### src/rtl/divcfg_pkg.sv
package divcfg_pkg;
  parameter int M_W    = 9;
  parameter int N_W    = 2;
  parameter int T_W    = 2;
  parameter int NULL_W = 1;

  localparam int FRAME_W = T_W + NULL_W + N_W + M_W;
  localparam int M_LSB   = 0;
  localparam int N_LSB   = M_W;
  localparam int T_LSB   = M_W + N_W + NULL_W;

  typedef enum logic [T_W-1:0] {
    TSEL_LOW  = 2'd0,
    TSEL_SDAT = 2'd1,
    TSEL_MDIV = 2'd2,
    TSEL_FOUT = 2'd3
  } tsel_e;

  typedef struct packed {
    logic [T_W-1:0] t;
    logic [N_W-1:0] n;
    logic [M_W-1:0] m;
  } cfg_t;
endpackage

### src/rtl/divcfg_sync.sv
module divcfg_sync #(
  parameter int W      = 1,
  parameter int STAGES = 2
) (
  input  logic         clk,
  input  logic         rst_n,
  input  logic [W-1:0] d,
  output logic [W-1:0] q
);
  logic [W-1:0] stage [STAGES];

  always_ff @(posedge clk or negedge rst_n) begin
    if (!rst_n) begin
      for (int i = 0; i < STAGES; i++) stage[i] <= '0;
    end else begin
      stage[0] <= d;
      for (int i = 1; i < STAGES; i++) stage[i] <= stage[i-1];
    end
  end

  assign q = stage[STAGES-1];
endmodule

### src/rtl/divcfg_frame.sv
module divcfg_frame #(
  parameter int W = 14
) (
  input  logic         clk,
  input  logic         rst_n,
  input  logic         en,
  input  logic [W-1:0] d,
  output logic [W-1:0] q
);
  always_ff @(posedge clk or negedge rst_n) begin
    if (!rst_n)  q <= '0;
    else if (en) q <= d;
  end
endmodule

### src/rtl/divcfg_testmux.sv
module divcfg_testmux
  import divcfg_pkg::*;
(
  input  logic           par_mode,
  input  logic [T_W-1:0] sel,
  input  logic           sdat,
  input  logic           mdiv,
  input  logic           fout,
  output logic           y
);
  always_comb begin
    y = 1'b0;
    if (!par_mode) begin
      unique case (tsel_e'(sel))
        TSEL_LOW:  y = 1'b0;
        TSEL_SDAT: y = sdat;
        TSEL_MDIV: y = mdiv;
        TSEL_FOUT: y = fout;
      endcase
    end
  end
endmodule

### src/rtl/synth_divcfg.sv
module synth_divcfg
  import divcfg_pkg::*;
#(
  parameter int M_MIN       = 8,
  parameter int M_MAX       = 28,
  parameter int SYNC_STAGES = 2
) (
  input  logic           clk,
  input  logic           rst_n,
  input  logic           par_ld_n,
  input  logic [M_W-1:0] par_m,
  input  logic [N_W-1:0] par_n,
  input  logic           ser_clk,
  input  logic           ser_dat,
  input  logic           ser_ld,
  input  logic           mdiv_clk,
  input  logic           fout_clk,
  output logic [M_W-1:0] m_val,
  output logic [N_W-1:0] n_val,
  output logic [T_W-1:0] t_val,
  output logic           m_ok,
  output logic           test_out
);
  localparam int PIN_W = 4 + N_W + M_W;

  // synchronized pin view
  logic [PIN_W-1:0] pin_s;
  logic             s_pl, s_sc, s_sd, s_sl;
  logic [N_W-1:0]   s_pn;
  logic [M_W-1:0]   s_pm;

  divcfg_sync #(.W(PIN_W), .STAGES(SYNC_STAGES)) u_sync (
    .clk   (clk),
    .rst_n (rst_n),
    .d     ({par_ld_n, ser_clk, ser_dat, ser_ld, par_n, par_m}),
    .q     (pin_s)
  );

  assign {s_pl, s_sc, s_sd, s_sl, s_pn, s_pm} = pin_s;

  // edge detection on serial clock and load line
  logic sc_q, sl_q;
  logic sc_rise, ld_rise, shift_en;

  always_ff @(posedge clk or negedge rst_n) begin
    if (!rst_n) begin
      sc_q <= 1'b0;
      sl_q <= 1'b0;
    end else begin
      sc_q <= s_sc;
      sl_q <= s_sl;
    end
  end

  assign sc_rise  = s_sc & ~sc_q;
  assign ld_rise  = s_sl & ~sl_q;
  assign shift_en = s_pl & sc_rise;

  // serial frame register, first bit ends at the MSB
  logic [FRAME_W-1:0] sh_q, sh_d;

  assign sh_d = {sh_q[FRAME_W-2:0], s_sd};

  divcfg_frame #(.W(FRAME_W)) u_frame (
    .clk   (clk),
    .rst_n (rst_n),
    .en    (shift_en),
    .d     (sh_d),
    .q     (sh_q)
  );

  // frame field views; the null slot is never read out
  cfg_t cfg_held, cfg_thru;

  assign cfg_held.t = sh_q[T_LSB +: T_W];
  assign cfg_held.n = sh_q[N_LSB +: N_W];
  assign cfg_held.m = sh_q[M_LSB +: M_W];
  assign cfg_thru.t = sh_d[T_LSB +: T_W];
  assign cfg_thru.n = sh_d[N_LSB +: N_W];
  assign cfg_thru.m = sh_d[M_LSB +: M_W];

  // shared divider registers; the parallel port wins while its strobe is low
  cfg_t cfg_q;

  always_ff @(posedge clk or negedge rst_n) begin
    if (!rst_n) begin
      cfg_q <= '0;
    end else if (!s_pl) begin
      cfg_q.m <= s_pm;
      cfg_q.n <= s_pn;
    end else if (ld_rise) begin
      cfg_q <= cfg_held;
    end else if (s_sl && sc_rise) begin
      cfg_q <= cfg_thru;
    end
  end

  assign m_val = cfg_q.m;
  assign n_val = cfg_q.n;
  assign t_val = cfg_q.t;
  assign m_ok  = (cfg_q.m >= M_W'(M_MIN)) && (cfg_q.m <= M_W'(M_MAX));

  divcfg_testmux u_tmux (
    .par_mode (~s_pl),
    .sel      (cfg_q.t),
    .sdat     (s_sd),
    .mdiv     (mdiv_clk),
    .fout     (fout_clk),
    .y        (test_out)
  );
endmodule

### config.mk
export PLATFORM = sky130hd
export DESIGN_NAME = synth_divcfg
export DESIGN_NICKNAME = d
export VERILOG_FILES = /design/src/rtl/divcfg_pkg.sv /design/src/rtl/divcfg_sync.sv /design/src/rtl/divcfg_frame.sv /design/src/rtl/divcfg_testmux.sv /design/src/rtl/synth_divcfg.sv
export SDC_FILE = /design/constraint.sdc
export NUM_CORES = 1
export LEC_CHECK = 0
export BUFFER_PORTS_ARGS = -buffer_cell sky130_fd_sc_hd__clkbuf_2
export CAP_MARGIN = 20
export CORE_MARGIN = 5
export CORE_UTILIZATION = 45
export CTS_BUF_LIST = sky130_fd_sc_hd__clkbuf_16
export DETAILED_ROUTE_END_ITERATION = 8
export GPL_ROUTABILITY_DRIVEN = 0
export GPL_TIMING_DRIVEN = 0
export PLACE_DENSITY = 0.67
export SYNTH_ARGS = -nofsm -noshare
export SYNTH_HDL_FRONTEND = slang
export SYNTH_HIERARCHICAL = 1
export SYNTH_SLANG_ARGS = --single-unit
### constraint.sdc
create_clock -name clk -period 2.1 [get_ports clk]
set_input_delay 0.105 -clock clk [delete_from_list [all_inputs] [get_ports clk]]
set_output_delay 0.105 -clock clk [all_outputs]
set_load 0.03 [all_outputs]
==> summary.txt, run 1 <==
Critical path
  – Worst R2R Setup Slack: 0.15 ns
  – Reg-to-reg endpoint: u_frame/q[9]
  – R2R depth: 7
  – Crit end category: register
  – WP data required: 2.30 ns
  – CP max FO: 10
  – Crit path kind: reg2reg
  – Reg-to-Reg Start: u_sync/q[14]
  – Startpoint types: register
  – Crit path DAT: 2.15 ns

Synthesis
  – Net Count, Synth: 163
  – Syn Inst Count: 144
  – Synth warn: 6
  – Synth Register Bits: 59
  – Register area share after synthesis: 64.98%
  – Yosys cell types: 19
  – Synthesized area: 2272 µm²
  – Synth Area per Inst: 15.78 µm²

Global routing
  – Largest net degree at the start of global routing: 32
  – Remaining Overflow, GRT: 0
  – Number of antenna violations at the first check in global routing: 0
  – Vias in the first global route: 1344
  – Gr usage total: 14.19%
  – First-pass GRT wire length: 6630 µm

Clock tree
  – Clock Tree Buf Depth: 2
  – Post-CTS Setup Bufs: 0
  – Clk slew on worst S/H paths: 0.05 ns
  – TritonCTS clock tree: built
  – Clock latency on the worst-skew pair: 0.32 ns
  – CTS sink cnt: 59
  – # H-tree levels: 3
  – Clock Root Buffer: clkbuf_16
  – Cts bufs inserted: 9

Power and ir drop
  – Leak Pwr: 0.001551 µW
  – Power per Cell Area: 1088 nW/µm²
  – Worst vdd ir: 0.0008016 V
  – Pwr Total: 3251 µW

Cells and area
  – Final std cells w/o fill: 277
  – P&R area growth vs syn: 31.55%
  – Commonest non-fill, non-tap cell in the layout: dfrtp_1
  – Commonest cells after routing, fill and taps aside: 59 x dfrtp_1, 34 x clkbuf_2, 34 x mux2i_1
  – Antenna diode count: 0
  – Layout Nets: 224
  – Layout cells sized above 1: 42.86%

STA
  – Fin crit period: 1.954 ns
  – Final Skew: 0.006535 ns
  – Max-slew violations: 0
  – Hold Fails Final Rpt: 0
  – Worst-margin pin slew: 0.7838 ns
  – Fin Hold WS: 0.3456 ns
  – Sum of negative setup slack: 0 ns
  – Final period utilization: 93.06%
  – Slew HR: 47.75%
  – Setup-failing EPs final: 0
  – RSZ-0062 raised after global routing: false
  – Fmax: 0.5117 GHz

Floorplan
  – Std-Cell Rows: 25
  – Die height: 81.06 µm
  – Die ar.: 6571 µm²
  – Total core area: 4817 µm²
  – # IOs: 34
  – Starting Density: 47.17%
  – Die width: 81.06 µm

Job
  – Maxcap violations: 0

Routing
  – Post-DR wirelength/cell: 14.07 µm
  – Via/cell ratio: 4.606
  – Detailed-route DRC error count: 0
  – DR pass1 iterations: 4
  – Vias post-DR: 1276
  – Total Wirelength: 3897 µm
  – Iter 0 DRT Violations: 50
  – Detail Route Antenna Nets: 0

Place
  – Buffers on Ports: 33
  – Placed insts: 245
  – Detailed placement HPWL: 2615 µm

Hold path
  – Hold wc startpoint: u_sync/stage[16]
  – Worst Hold Class: reg2reg
  – Worst hold path depth: 0
  – Hold Path Sink: u_sync/q[1]

Run status
  – Status: completed
## worst max-delay path, cell delays in order, from the launching register on
cell and delay, ns:
dfrtp_1 0.33, buf_4 0.10, clkbuf_2 0.14, buf_2 0.32, inv_1 0.13, nor2_2 0.28
buf_6 0.20, mux2_2 0.35
## registers in the layout (all words and copies together), names as in the netlist
register,count
sl_q,1
u_frame/q,14
t_val,2
n_val,2
u_sync/stage,15
u_sync/q,15
m_val,9
sc_q,1
## Yosys cell counts (all sizes together)
| cell | instances | area [µm²] |
|---|---|---|
| buf | 20 | 158.9 |
| nand2 | 1 | 3.750 |
| inv | 1 | 3.750 |
| nor2 | 2 | 7.510 |
| a21oi | 1 | 5.000 |
| a211oi | 1 | 12.51 |
| a21o | 1 | 7.510 |
| o21ai | 1 | 5.000 |
| mux2 | 18 | 210.2 |
| mux2i | 34 | 340.3 |
| o2111ai | 1 | 8.760 |
| clkbuf | 1 | 5.000 |
| dfrtp | 59 | 1476 |
| nand2b | 2 | 20.02 |
| or4 | 1 | 7.510 |
## worst max path at each step
| stage | from | to | depth (start not counted) |
|---|---|---|---|
| 3_3_place_gp | u_sync/q[14] | u_frame/q[6] | 7 |
| 4_1_cts | u_sync/q[14] | u_frame/q[9] | 7 |
| 6_report | u_sync/q[14] | u_frame/q[9] | 7 |
| 3_5_place_dp | u_sync/q[14] | u_frame/q[6] | 7 |
| 2_1_floorplan | u_sync/q[14] | u_frame/q[10] | 7 |
| 5_1_grt | u_sync/q[14] | u_frame/q[2] | 7 |
## cell families after synthesis
logic type,synth area share [%]
flip-flops,64.98
multiplexers,24.23
buffers and inverters,7.378
AND/OR/NAND/NOR,1.707
AO/OA/AOI/OAI,1.707
## timing repair
action                                  in CTS  in global routing
resized for setup                            0                  1
endpoints found under the setup margin       0                 10
hold buffers                                16                  0
endpoints found under the hold margin       45                  0
## metal layers
| metal | global-route usage, % | part of all wire, % | vias up |
|---|---|---|---|
| met2 | 22.17 | 49 | 29 |
| met1 | 17.39 | 43 | 634 |
| met3 | 4.102 | 5.1 | 10 |
| li1 | - | - | 603 |
| met5 | 0 | 0 | - |
| met4 | 8.615 | 2.5 | 0 |
## where the power goes
group	internal (µW)	total, µW	switching (µW)
combinational	225	467	242
sequential	1290	1400	116
clock	900	1380	480
## metrics by stage
step,setup slack (ns),util (%),area [µm²]
finish,0.1458,62.05,2989
detailed placement,0.02981,52.75,2541
global route,0.05202,62.05,2989
CTS,0.006159,62.00,2987
global placement,0.07136,52.34,2521
floorplan,0.3117,-,2272
## layout make-up
class | count | area, µm²
fillers | 385 | 1828
flip-flops and latches | 59 | 1476
multi-input cells | 63 | 630.6
repair buffers | 50 | 345.3
clock buffers | 9 | 225.2
plain buffers | 21 | 163.9
well taps | 67 | 83.83
clock inverters | 7 | 60.06
inverters | 1 | 3.754
Power figures use the tool's default switching activity.
==> run 2: changes to the inputs <==
--- a/config.mk
+++ b/config.mk
@@ -13,8 +13,7 @@
 export DETAILED_ROUTE_END_ITERATION = 8
 export GPL_ROUTABILITY_DRIVEN = 0
 export GPL_TIMING_DRIVEN = 0
-export PLACE_DENSITY = 0.67
+export PLACE_DENSITY = 0.68
 export SYNTH_ARGS = -nofsm -noshare
 export SYNTH_HDL_FRONTEND = slang
-export SYNTH_HIERARCHICAL = 1
 export SYNTH_SLANG_ARGS = --single-unit
==> run 2 against run 1 <==
Net effect: global-route usage increased by 0.15 points; clock skew decreased by 0.0022 ns; clock power decreased by 13%; critical endpoint is now test_out.
==> summary.txt, run 2 <==
Critical path
  – Startpoint types: register
  – Max incr delay on CP: 0.32 ns (-0.03 ns)
  – Worst setup startpoint: u_sync.q[14]
  – Reg-to-Reg Start: u_sync.q[14]
  – Reg-to-reg endpoint: m_val[6]
  – Worst R2R Setup Slack: 0.71 ns (+0.56 ns)
  – CP max FO: 10 (unchanged)
  – Crit path kind: reg2out
  – Crit end category: output port
  – Setup crit end: test_out
  – Crit path DAT: 1.55 ns (-0.60 ns)
  – Worst path cell trace: buf_4 -> buf_2 -> a21boi_0 -> clkbuf_2
  – WP data required: 2.00 ns (-0.30 ns)
  – Worst path slowest cell: dfrtp_1
  – R2R depth: 5 (-2)

Floorplan
  – Starting Density: 46.09% (-1.1 points)
  – Std-Cell Rows: 25 (unchanged)
  – Die ar.: 6329 µm² (-3.7%)
  – # IOs: 34 (unchanged)
  – Total core area: 4723 µm² (-1.9%)
  – Die width: 79.56 µm (-1.9%)
  – Die height: 79.56 µm (-1.9%)

Cells and area
  – Commonest non-fill, non-tap cell in the layout: dfrtp_1
  – Commonest cells after routing, fill and taps aside: 59 x dfrtp_1, 33 x clkbuf_2, 31 x mux2i_1, 17 x mux2_2, 16 x dlygate4sd3_1
  – Largest regs: u_sync.q: 15 flops, u_sync.stage: 15 flops, u_frame.q: 14 flops
  – Final Util: 60.56% (-1.5 points)
  – P&R area growth vs syn: 31.38%
  – Layout Nets: 213 (-4.9%)
  – Antenna diode count: 0 (unchanged)
  – Layout cells sized above 1: 36.18% (-6.7 points)
  – Final instance area: 2860 µm² (-4.3%)

Routing
  – Detailed-route DRC error count: 0 (unchanged)
  – Vias post-DR: 1243 (-2.6%)
  – Detail Route Antenna Nets: 0 (unchanged)
  – DR pass1 iterations: 5 (+1)
  – Iter 0 DRT Violations: 43 (-14%)
  – Post-DR wirelength/cell: 14.27 µm (+1.4%)
  – Total Wirelength: 3796 µm (-2.6%)
  – Via/cell ratio: 4.673 (+1.4%)

Synthesis
  – Synth Area per Inst: 16.37 µm² (+3.7%)
  – Synth Register Bits: 59 (unchanged)
  – Net Count, Synth: 152 (-6.7%)
  – Synth top cells by count: 59 x dfrtp_1, 31 x mux2i_1, 17 x mux2_2
  – Synth Area in Compound Gates: 2.184% (+0.48 points)
  – Synth warn: 0 (-6)
  – Yosys cell types: 24 (+5)
  – Mux share of post-synthesis cell area: 24.43% (+0.20 points)
  – Register area share after synthesis: 67.82% (+2.8 points)
  – Syn Inst Count: 133 (-7.6%)
  – Main area contributors after synthesis: dfrtp_1 68%, mux2i_1 14%, mux2_2 8.8%
  – Count leader, synth: dfrtp_1
  – Post-synth EDFFs: 0 (unchanged)
  – Dominant synthesized flop cell: dfrtp_1
  – Main combinational cell family by area after synthesis: multiplexers
  – Post-synth ARST share: 100.0% (unchanged)
  – Top-area cell type share of the netlist area: 67.82% (+2.8 points)
  – Synthesized area: 2177 µm² (-4.2%)
  – Post-synthesis simple-gate area fraction: 3.218% (+1.5 points)
  – Cell taking the most area after synthesis: dfrtp_1
  – Post-synthesis xor/xnor area fraction: 0% (unchanged)
  – Synth Area in Adders: 0% (unchanged)

Global routing
  – Gr usage total: 14.35% (+0.15 points)
  – Largest net degree at the start of global routing: 33 (+3.1%)
  – Vias in the first global route: 1382 (+2.8%)
  – Number of antenna violations at the first check in global routing: 0 (unchanged)
  – First-pass GRT wire length: 6665 µm (+0.53%)
  – Remaining Overflow, GRT: 0 (unchanged)

Clock tree
  – Clock latency on the worst-skew pair: 0.31 ns (about the same)
  – # H-tree levels: 3 (unchanged)
  – Clock Tree Buf Depth: 2 (unchanged)
  – Post-CTS Setup Bufs: 0 (unchanged)
  – Cts bufs inserted: 9 (unchanged)
  – TritonCTS clock tree: built
  – Clock Root Buffer: clkbuf_16
  – Hold Buf Count CTS: 16 (unchanged)
  – Clk slew on worst S/H paths: 0.05 ns (about the same)
  – Resized cells post-CTS: 0 (unchanged)
  – CTS sink cnt: 59 (unchanged)

Place
  – Detailed placement HPWL: 2535 µm (-3.0%)
  – DP Area: 2446 µm² (-3.7%)
  – Place WS: 0.7264 ns (+0.6966 ns)
  – Buffers on Ports: 33 (unchanged)

STA
  – Final Skew: 0.004338 ns (-0.002197 ns)
  – Fin crit period: 1.655 ns (-0.2990 ns)
  – RSZ-0062 raised after global routing: false
  – Worst-margin pin slew: 0.7139 ns (-0.06988 ns)
  – Sum of negative setup slack: 0 ns (unchanged)
  – Max-slew violations: 0 (unchanged)
  – Fmax: 0.6042 GHz (+18%)
  – Hold Fails Final Rpt: 0 (unchanged)
  – Final period utilization: 78.82% (-14 points)
  – Setup-failing EPs final: 0 (unchanged)
  – Slew HR: 52.40% (+4.7 points)
  – Fin worst setup slack: 0.4448 ns (+0.2990 ns)

Power and ir drop
  – Power per Cell Area: 1067 nW/µm² (-1.9%)
  – Leak Pwr: 0.001476 µW (-4.8%)
  – Worst vdd ir: 0.0007503 V (-6.4%)

Job
  – Maxcap violations: 0 (unchanged)

Hold path
  – Worst Hold Class: reg2reg

Run status
  – Status: completed
==> run 2: cell families after synthesis <==
group / Yosys count
AO/OA/AOI/OAI: 7
buffers and inverters: 7
flip-flops: 59
multiplexers: 50
AND/OR/NAND/NOR: 10
==> run 2: worst min path at each step <==
stage	from	endpoint	slack [ns]	cells after the start
2_1_floorplan	rst_n	m_val[0]	-0.19	0
5_1_grt	u_sync.stage[17]	u_sync.q[2]	0.35	0
4_1_cts	u_sync.stage[17]	u_sync.q[2]	0.34	0
3_3_place_gp	par_m[5]	u_sync.stage[20]	0.21	1
3_5_place_dp	rst_n	u_sync.stage[29]	0.19	1
6_report	u_sync.stage[17]	u_sync.q[2]	0.34	0
==> run 2: layout make-up <==
cell class | instances | area, µm²
multi-input cells | 67 | 649.4
inverters | 1 | 3.754
repair buffers | 50 | 345.3
well taps | 67 | 83.83
clock buffers | 9 | 225.2
flip-flops and latches | 59 | 1476
fillers | 378 | 1863
plain buffers | 6 | 47.55
clock inverters | 7 | 28.78
==> run 2: where the power goes <==
part	switching, µW	internal, µW	total, µW
clock network	434	767	1200
logic	238	207	445
registers	119	1290	1410
==> run 2: worst max-delay path, delay by kind of cell (launching register included) <==
| kind | cells | cell delay (ns) |
|---|---|---|
| buf+inv | 3 | 0.70 |
| flops | 1 | 0.32 |
| compound gates | 1 | 0.21 |
==> run 2: routing by layer <==
layer	track usage, %	share of wire (%)	up-vias
met4	9.278	2.3	0
met1	15.86	40	618
met2	24.46	54	23
li1	-	-	593
met3	3.499	3.7	9
met5	0	0	-
==> run 2: per-stage QoR <==
| step | cells | hold WS [ns] | power (µW) |
|---|---|---|---|
| 2_1_floorplan | 133 | -0.1906 | 1685 |
| 3_3_place_gp | 233 | 0.2128 | 1823 |
| 3_5_place_dp | 234 | 0.1890 | 1851 |
| 4_1_cts | 266 | 0.3396 | 3103 |
| 5_1_grt | 266 | 0.3518 | 3213 |
| 6_report | 266 | 0.3387 | 3052 |
==> run 3: changes to the inputs <==
--- a/config.mk
+++ b/config.mk
@@ -13,7 +13,7 @@
 export DETAILED_ROUTE_END_ITERATION = 8
 export GPL_ROUTABILITY_DRIVEN = 0
 export GPL_TIMING_DRIVEN = 0
-export PLACE_DENSITY = 0.68
+export PLACE_DENSITY = 0.7
 export SYNTH_ARGS = -nofsm -noshare
 export SYNTH_HDL_FRONTEND = slang
 export SYNTH_SLANG_ARGS = --single-unit
==> constraint.sdc (replaced) <==
create_clock -name clk -period 1.5 [get_ports clk]
set_input_delay 0.075 -clock clk [delete_from_list [all_inputs] [get_ports clk]]
set_output_delay 0.075 -clock clk [all_outputs]
set_load 0.03 [all_outputs]
==> run 3 against run 2 <==
Net effect: the run now ends with setup timing left; sequential share of layout area down 0.89 points; non-clock buffer count up 4; critical path type unchanged; sequential power up 40%; global-route usage up 1.1 points; die area unchanged; final cell count unchanged; worst setup slack worse by 0.53 ns.
==> summary.txt, run 3 (same netlist as run 2, synthesis figures left out) <==
Run status
  – Status: finished with violations
  – Violated checks: setup timing

Critical path
  – Worst R2R Setup Slack: 0.13 ns (-0.58 ns)
  – Crit path DAT: 1.51 ns (-0.04 ns)
  – R2R depth: 4 (-1)
  – CP max FO: 2 (-8)
  – Crit end category: output port
  – Crit path kind: reg2out
  – WP data required: 1.42 ns (-0.58 ns)
  – Startpoint types: register

Cells and area
  – Final std cells w/o fill: 266 (unchanged)
  – Antenna diode count: 0 (unchanged)
  – Largest regs: u_sync.q: 15 flops, u_sync.stage: 15 flops, u_frame.q: 14 flops
  – Final instance area: 2910 µm² (+1.7%)
  – Layout Nets: 217 (+1.9%)
  – P&R area growth vs syn: 33.68%
  – Commonest cells after routing, fill and taps aside: 59 x dfrtp_1, 31 x mux2i_1, 31 x clkbuf_2, 17 x mux2_2, 16 x dlygate4sd3_1
  – Filler instances: 360 (-4.8%)
  – Layout cells sized above 1: 38.69% (+2.5 points)
  – Commonest non-fill, non-tap cell in the layout: dfrtp_1

Power and ir drop
  – Sequential power share: 45.9% (-0.2 points)
  – Worst vdd ir: 0.001081 V (+44%)
  – Clock share of power: 37.9% (-1.4 points)
  – Power per Cell Area: 1478 nW/µm² (+38%)
  – Leak Pwr: 0.001487 µW (+0.69%)
  – Pwr Total: 4300 µW (+41%)
  – Comb pwr share: 16.2% (+1.6 points)
  – Sw frac: 25.74% (-0.16 points)
  – Cell Int Power: 3194 µW (+41%)
  – NetSw: 1107 µW (+40%)

STA
  – Fmax: 0.6315 GHz
  – Fin crit period: 1.584 ns
  – Hold Fails Final Rpt: 0 (unchanged)
  – Final period utilization: 105.6%
  – Final Skew: 0.007295 ns (+0.002957 ns)
  – RSZ-0062 raised after global routing: true
  – Fin worst setup slack: -0.08356 ns (-0.5284 ns)
  – Worst-margin pin slew: 0.7459 ns (+0.03195 ns)
  – Max-slew violations: 0 (unchanged)
  – Setup-failing EPs final: 1 (+1)
  – Fin Hold WS: 0.3434 ns (+0.004654 ns)
  – Slew HR: 50.27% (-2.1 points)

Routing
  – Via/cell ratio: 4.891 (+4.7%)
  – Post-DR wirelength/cell: 15.41 µm (+8.0%)
  – Vias post-DR: 1301 (+4.7%)
  – Iter 0 DRT Violations: 58 (+35%)
  – Total Wirelength: 4098 µm (+8.0%)
  – Detailed-route DRC error count: 0 (unchanged)
  – DR pass1 iterations: 2 (-3)
  – Detail Route Antenna Nets: 0 (unchanged)

Clock tree
  – Clock Root Buffer: clkbuf_16
  – Clk slew on worst S/H paths: 0.04 ns (about the same)
  – Clock Tree Buf Depth: 2 (unchanged)
  – CTS sink cnt: 59 (unchanged)
  – TritonCTS clock tree: built
  – # H-tree levels: 3 (unchanged)
  – Clock latency on the worst-skew pair: 0.32 ns (about the same)
  – Cts bufs inserted: 9 (unchanged)

Place
  – Detailed placement HPWL: 2709 µm (+6.8%)
  – Placed insts: 234 (unchanged)
  – Buffers on Ports: 33 (unchanged)
  – DP Area: 2449 µm² (+0.10%)
  – Place WS: 0.1281 ns (-0.5984 ns)

Global routing
  – Largest net degree at the start of global routing: 33 (unchanged)
  – First-pass GRT wire length: 7079 µm (+6.2%)
  – Gr usage total: 15.42% (+1.1 points)
  – Number of antenna violations at the first check in global routing: 0 (unchanged)
  – Vias in the first global route: 1490 (+7.8%)
  – Remaining Overflow, GRT: 0 (unchanged)

Hold path
  – Worst Hold Class: reg2reg
  – Worst hold path depth: 0 (unchanged)

Floorplan
  – Die ar.: 6329 µm² (unchanged)
  – # IOs: 34 (unchanged)
  – Die width: 79.56 µm (unchanged)
  – Total core area: 4723 µm² (unchanged)
  – Starting Density: 46.09% (unchanged)
  – Die height: 79.56 µm (unchanged)
  – Std-Cell Rows: 25 (unchanged)

Job
  – Maxcap violations: 0 (unchanged)
## run 3: changes by cell type in the layout (fill, tap and decap cells not counted), sizes merged
| cell | change |
|---|---|
| clkbuf | -2 |
| inv | -2 |
| buf | +6 |
| clkinv | -2 |
## run 3: layout make-up
class	instances	area (µm²)	share of cell area [%]
plain buffers	6	57.56	1.978
clock buffers	9	225.2	7.739
clock inverters	3	11.26	0.3869
inverters	1	3.754	0.1290
multi-input cells	67	664.4	22.83
flip-flops and latches	59	1476	50.73
well taps	67	83.83	2.880
repair buffers	54	387.9	13.33
## run 3: routing by layer
layer,vias to the layer above,global-route usage (%),routed length (µm)
li1,603,-,-
met1,650,16.24,1579
met2,31,25.96,2180
met3,17,4.966,176
met4,0,10.65,162
met5,-,0,0
## run 3: final timing paths
| check | to | start |
|---|---|---|
| max | m_ok | m_val[7] |
| min | u_sync.q[3] | u_sync.stage[18] |
| max reg2reg | u_frame.q[5] | u_sync.q[14] |
| min reg2reg | u_sync.q[3] | u_sync.stage[18] |
| max in group asynchronous | u_sync.q[3] | rst_n |
| min in group asynchronous | n_val[0] | rst_n |
## run 3: power groups by stage
stage               clock network (µW)  registers (µW)  logic, µW
CTS                               1680            1970        688
finish                            1630            1970        697
global route                      1760            2000        764
global placement                     0            1980        578
detailed placement                   0            1990        608
floorplan                            0            2070        297
## run 3: stage by stage
step                      util, %  TNS (ns)
after floorplan                 -         0
after global placement      51.42         0
after detailed placement    51.84         0
after CTS                   61.17  -0.06710
after global routing        61.62   -0.1171
final                       61.62  -0.08356
## run 3: repair_timing
item                       4_1_cts  5_1_grt
hold buffers                    16        0
setup endpoints to repair        2        2
cloned                           0        0
pin swaps                        2        2
setup buffers                    3        1
resized for setup                6        5
hold endpoints to repair        42        0
## run 3: worst max-delay path, cell delays in order (launching register included)
cell	delay [ns]
dfrtp_1	0.38
or4_4	0.55
nor2_4	0.13
buf_8	0.13
